`src/rtl/dual_hmac_pkg.sv`:
```
package dual_hmac_pkg;
   typedef struct packed {
      logic sub;
      logic acc;
      logic lng;
   } dhm_ctrl_t;
endpackage

```
`src/rtl/dual_hmac_mul_stage.sv`:
```
module dual_hmac_mul_stage
   import dual_hmac_pkg::*;
#(
   parameter int HALF_W = 16
) (
   input  logic                     clk,
   input  logic                     rst_n,
   input  logic                     in_valid,
   input  logic [2*HALF_W-1:0]      opa,
   input  logic [2*HALF_W-1:0]      opb,
   input  logic [4*HALF_W-1:0]      acc_in,
   input  logic                     swap,
   input  dhm_ctrl_t                ctrl_in,
   output logic                     s1_valid,
   output logic signed [2*HALF_W-1:0] s1_prod_lo,
   output logic signed [2*HALF_W-1:0] s1_prod_hi,
   output logic [4*HALF_W-1:0]      s1_acc,
   output dhm_ctrl_t                s1_ctrl
);
   localparam int WORD_W = 2 * HALF_W;
   localparam int PROD_W = 2 * HALF_W;
   localparam int LONG_W = 4 * HALF_W;
   localparam int LANES  = 2;

   if (HALF_W < 2) begin : g_bad_width
      $error("dual_hmac_mul_stage: HALF_W must be at least 2");
   end

   logic [WORD_W-1:0]        b_sel;
   logic signed [PROD_W-1:0] prod_c [LANES];
   logic signed [PROD_W-1:0] prod_q [LANES];

   assign b_sel = swap ? {opb[HALF_W-1:0], opb[WORD_W-1:HALF_W]} : opb;

   for (genvar g = 0; g < LANES; g++) begin : g_lane
      logic signed [PROD_W-1:0] xa;
      logic signed [PROD_W-1:0] xb;
      assign xa = PROD_W'($signed(opa[g*HALF_W +: HALF_W]));
      assign xb = PROD_W'($signed(b_sel[g*HALF_W +: HALF_W]));
      assign prod_c[g] = xa * xb;

      always_ff @(posedge clk or negedge rst_n) begin
         if (!rst_n) begin
            prod_q[g] <= '0;
         end else if (in_valid) begin
            prod_q[g] <= prod_c[g];
         end
      end
   end

   always_ff @(posedge clk or negedge rst_n) begin
      if (!rst_n) begin
         s1_valid <= 1'b0;
         s1_acc   <= '0;
         s1_ctrl  <= '0;
      end else begin
         s1_valid <= in_valid;
         if (in_valid) begin
            s1_acc  <= acc_in;
            s1_ctrl <= ctrl_in;
         end
      end
   end

   assign s1_prod_lo = prod_q[0];
   assign s1_prod_hi = prod_q[1];

   logic unused_w;
   assign unused_w = ^LONG_W;
endmodule

```
`src/rtl/dual_hmac_sum_stage.sv`:
```
module dual_hmac_sum_stage
   import dual_hmac_pkg::*;
#(
   parameter int HALF_W = 16
) (
   input  logic                       clk,
   input  logic                       rst_n,
   input  logic                       q_clear,
   input  logic                       s1_valid,
   input  logic signed [2*HALF_W-1:0] s1_prod_lo,
   input  logic signed [2*HALF_W-1:0] s1_prod_hi,
   input  logic [4*HALF_W-1:0]        s1_acc,
   input  dhm_ctrl_t                  s1_ctrl,
   output logic                       out_valid,
   output logic [4*HALF_W-1:0]        result,
   output logic                       q_flag
);
   localparam int PROD_W = 2 * HALF_W;
   localparam int WORD_W = 2 * HALF_W;
   localparam int LONG_W = 4 * HALF_W;
   localparam int CMB_W  = PROD_W + 1;
   localparam int SHT_W  = WORD_W + 2;
   localparam int TOP_N  = SHT_W - WORD_W + 1;

   if (HALF_W < 2) begin : g_bad_width
      $error("dual_hmac_sum_stage: HALF_W must be at least 2");
   end

   logic signed [CMB_W-1:0] cmb;
   logic signed [SHT_W-1:0] acc_short;
   logic signed [SHT_W-1:0] sht;
   logic [LONG_W-1:0]       acc_long;
   logic [LONG_W-1:0]       lsum;
   logic [TOP_N-1:0]        sht_top;
   logic                    ovf_short;
   logic                    ovf_event;
   logic [LONG_W-1:0]       res_n;

   always_comb begin
      if (s1_ctrl.sub) begin
         cmb = CMB_W'(s1_prod_lo) - CMB_W'(s1_prod_hi);
      end else begin
         cmb = CMB_W'(s1_prod_lo) + CMB_W'(s1_prod_hi);
      end
   end

   assign acc_short = s1_ctrl.acc ? SHT_W'($signed(s1_acc[WORD_W-1:0])) : '0;
   assign sht       = SHT_W'(cmb) + acc_short;
   assign sht_top   = sht[SHT_W-1:WORD_W-1];
   assign ovf_short = ~((&sht_top) | ~(|sht_top));

   assign acc_long  = s1_ctrl.acc ? s1_acc : '0;
   assign lsum      = LONG_W'(cmb) + acc_long;

   assign res_n     = s1_ctrl.lng ? lsum
                                  : {{(LONG_W-WORD_W){sht[WORD_W-1]}}, sht[WORD_W-1:0]};
   assign ovf_event = s1_valid & ~s1_ctrl.lng & ovf_short;

   always_ff @(posedge clk or negedge rst_n) begin
      if (!rst_n) begin
         out_valid <= 1'b0;
         result    <= '0;
         q_flag    <= 1'b0;
      end else begin
         out_valid <= s1_valid;
         if (s1_valid) begin
            result <= res_n;
         end
         q_flag <= (q_flag & ~q_clear) | ovf_event;
      end
   end
endmodule

```
`src/rtl/dual_hmac.sv`:
```
module dual_hmac
   import dual_hmac_pkg::*;
#(
   parameter int HALF_W = 16
) (
   input  logic                  clk,
   input  logic                  rst_n,
   input  logic                  in_valid,
   input  logic [2*HALF_W-1:0]   opa,
   input  logic [2*HALF_W-1:0]   opb,
   input  logic [4*HALF_W-1:0]   acc,
   input  logic                  op_sub,
   input  logic                  op_acc,
   input  logic                  op_long,
   input  logic                  op_swap,
   input  logic                  q_clear,
   output logic                  out_valid,
   output logic [4*HALF_W-1:0]   result,
   output logic                  q_flag
);
   localparam int PROD_W = 2 * HALF_W;
   localparam int LONG_W = 4 * HALF_W;

   if (HALF_W < 2) begin : g_bad_width
      $error("dual_hmac: HALF_W must be at least 2");
   end

   dhm_ctrl_t                ctrl_in;
   dhm_ctrl_t                s1_ctrl;
   logic                     s1_valid;
   logic signed [PROD_W-1:0] s1_prod_lo;
   logic signed [PROD_W-1:0] s1_prod_hi;
   logic [LONG_W-1:0]        s1_acc;

   assign ctrl_in.sub = op_sub;
   assign ctrl_in.acc = op_acc;
   assign ctrl_in.lng = op_long;

   dual_hmac_mul_stage #(.HALF_W(HALF_W)) u_mul (
      .clk        (clk),
      .rst_n      (rst_n),
      .in_valid   (in_valid),
      .opa        (opa),
      .opb        (opb),
      .acc_in     (acc),
      .swap       (op_swap),
      .ctrl_in    (ctrl_in),
      .s1_valid   (s1_valid),
      .s1_prod_lo (s1_prod_lo),
      .s1_prod_hi (s1_prod_hi),
      .s1_acc     (s1_acc),
      .s1_ctrl    (s1_ctrl)
   );

   dual_hmac_sum_stage #(.HALF_W(HALF_W)) u_sum (
      .clk        (clk),
      .rst_n      (rst_n),
      .q_clear    (q_clear),
      .s1_valid   (s1_valid),
      .s1_prod_lo (s1_prod_lo),
      .s1_prod_hi (s1_prod_hi),
      .s1_acc     (s1_acc),
      .s1_ctrl    (s1_ctrl),
      .out_valid  (out_valid),
      .result     (result),
      .q_flag     (q_flag)
   );
endmodule

```
`config.mk`:
```
export PLATFORM = sky130hd
export DESIGN_NAME = dual_hmac
export DESIGN_NICKNAME = d
export VERILOG_FILES = /design/src/rtl/dual_hmac_pkg.sv /design/src/rtl/dual_hmac_mul_stage.sv /design/src/rtl/dual_hmac_sum_stage.sv /design/src/rtl/dual_hmac.sv
export SDC_FILE = /design/constraint.sdc
export NUM_CORES = 2
export LEC_CHECK = 0
export BUFFER_PORTS_ARGS = -buffer_cell sky130_fd_sc_hd__buf_4
export CAP_MARGIN = 20
export CORE_MARGIN = 2
export CORE_UTILIZATION = 40
export CTS_CLUSTER_SIZE = 16
export DETAILED_ROUTE_END_ITERATION = 10
export PLACE_DENSITY = 0.61
export SLEW_MARGIN = 20
export SYNTH_ARGS = -nofsm -noshare
export SYNTH_HDL_FRONTEND = slang
export SYNTH_SLANG_ARGS = --single-unit
```
`constraint.sdc`:
```
create_clock -name clk -period 21.5 [get_ports clk]
set_input_delay 6.45 -clock clk [delete_from_list [all_inputs] [get_ports clk]]
set_output_delay 6.45 -clock clk [all_outputs]
set_load 0.02 [all_outputs]
```
==> run metrics <==
Chip Width=just under 300 um; max frequency=76.3 MHz; post-synthesis sequential area ratio=between 10% and 20%; Slew headroom=37.1%; clk_lat worst skew=470 ps; CTS Buf Count=17; Final Critical Period=13110 ps; Critical Path End=u_mul.s1_prod_hi[31]; via count=between 20000 and 30000; post-cts sizing count=0; fin crit share=61.0%; Reg clk slew, reported paths=roughly 70 ps; r2r startpoint=u_mul.s1_prod_hi[3]; # setup viols final=0; # port buffers=201; Async S/R FF share, synth=100%; antenna viol nets, final=0; routed wire length=84.2 mm; FF-to-FF path depth=29; # fillers=8159; Root Driver=clkbuf_16; gr usage total=~20%; clock skew=19.7 ps; ys flop type=dfrtp_1; Most common cell on crit path=fa_1; Critical Path End Type=flip-flop; Synth Area per Inst=9.20 um2; Sequential Area=0.00496 mm2; number of max-cap violations=0; vias in the first global route=about 26000; detailed-route wire length per cell=about 17 um; Max Slew Vio Count=0; leading area contributor after synthesis=fa_1; Mapped Cells=3652; Setup CP Type=in -> reg; Slew @ Worst Pin=932 ps; pin count of the biggest net entering global routing=80; drt pass-1 iters=5; Hold Crit Class=reg -> reg; clock sink total=roughly 200; initial DRC count=between 1000 and 1500; final global-route overflow total=0; Crit path required time=21850 ps; Post-DP HPWL=68.7 mm; reg2reg setup slack=about 13000 ps; Area contributors post-synth=fa_1, dfrtp_1, ha_1; Bufs on Longest Clock Path=2; TNS Setup=0 ps; initial antenna violation count=2; FF-to-FF End=u_sum.result[61]; crit-path max FO=32; Crit-path slowest cell=fa_1; post-synthesis instance area=between 0.03 and 0.04 mm2; share of layout cells above drive strength 1=between 10% and 20%; RSZ-0062 raised after global routing=false; cell with the most instances after synthesis=inv_1; top-area cell type share of the netlist area=31.4%; CP max stage delay=560 ps; unique cell type count in the Yosys netlist=99; # nets final=4656; crit path from=op_swap; hold path start=u_sum.result[27]; Top Ports=202; Setup Fix Bufs, Post-CTS=0; Arr. time, crit path=13460 ps; syn nets=4558; core area=0.0834 mm2; H-tree depth=4; Post-CTS Hold Fix Bufs=0; status=complete, no violations; Chip Height=~290 um; post-synthesis register bit count=198; GPL Wtd Cong=0.896; first-pass GRT wire length=140 mm; CTS tree=built; Commonest cells post-synth=inv_1, fa_1, nand2_1; Core Rows=106; synth warn=0; CP startpoint kind=primary input; area of the multi-input gates=~0.026 mm2; die area=0.0863 mm2; final hold vios=0; Initial Util=between 40 and 50%; Vias/cell=slightly above 5; Area growth, synth to finish=8.93%; Post-synth EDFFs=0; drt drc=0
metrics by stage:
step	hold slack (ps)	area (um2)	setup slack (ps)	util (%)	std cells
2_1_floorplan	443	33600	8100	-	3652
3_3_place_gp	479	36000	8020	43.1	4811
3_5_place_dp	480	36000	7950	43.1	4811
4_1_cts	500	36600	8430	43.9	4841
5_1_grt	512	36600	7990	43.9	4842
6_report	499	36600	8390	43.9	4842
how the worst min path moves through the flow:
stage	endpoint	slack [ps]	cells after the start
floorplan	u_sum.out_valid	440	0
global placement	u_sum.result[27]	480	2
CTS	u_sum.result[27]	500	2
finish	u_sum.result[27]	500	2
detailed placement	u_sum.result[27]	480	2
global route	u_mul.s1_acc[43]	510	1
layer usage:
layer | wire [um] | part of all wire, % | vias up | track usage (%)
li1 | - | - | 11800 | -
met1 | 39300 | 47 | 12600 | 28.5
met2 | 39900 | 47 | 540 | 34.1
met3 | 3150 | 3.7 | 90 | 1.40
met4 | 1940 | 2.3 | 2 | 5.25
met5 | 10 | 0.012 | - | 0
flip-flops by register name (all words and copies together), names as in the netlist:
register          count
u_mul.s1_acc         64
u_mul.s1_ctrl         3
u_mul.s1_prod_hi     32
u_mul.s1_prod_lo     32
u_mul.s1_valid        1
u_sum.out_valid       1
u_sum.q_flag          1
u_sum.result         64
cell type report:
cell class	instances	share of cell area [%]
antenna	1	0.00684
clock buffer	20	1.22
clock inverter	10	0.400
inverter	669	6.86
multi-input combinational	2651	69.9
sequential	198	13.5
tap	1080	3.69
timing repair buffer	213	4.40
critical path: cells and delay by family:
kind	cells	cell delay [ps]
AO/OA/AOI/OAI	9	2030
XOR/XNOR	1	100
multiplexers	2	740
adder cells (fa/ha/maj)	7	3380
buffers and inverters	4	530
AND/OR/NAND/NOR	2	210
cells by family after synthesis:
| kind of cell | synth area share, % |
|---|---|
| flip-flops | 14.8 |
| multiplexers | 6.09 |
| buffers and inverters | 9.15 |
| AND/OR/NAND/NOR | 15.2 |
| XOR/XNOR | 4.56 |
| AO/OA/AOI/OAI | 9.85 |
| adder cells (fa/ha/maj) | 40.4 |
layout by cell type, fill, tap and decap left out, types with 50 or more instances in the layout:
cell type / n
nand2_1: 384
a21oi_1: 150
nor2b_1: 50
and2_1: 213
a21o_1: 71
dfrtp_1: 196
buf_4: 211
nor2_1: 146
fa_1: 526
o21ai_0: 91
xnor2_1: 138
mux2_2: 169
ha_1: 244
inv_1: 668
Power is left out: the tool's default activity adds up to more than one toggle a clock period on the data nets, which glitch-free logic cannot reach.
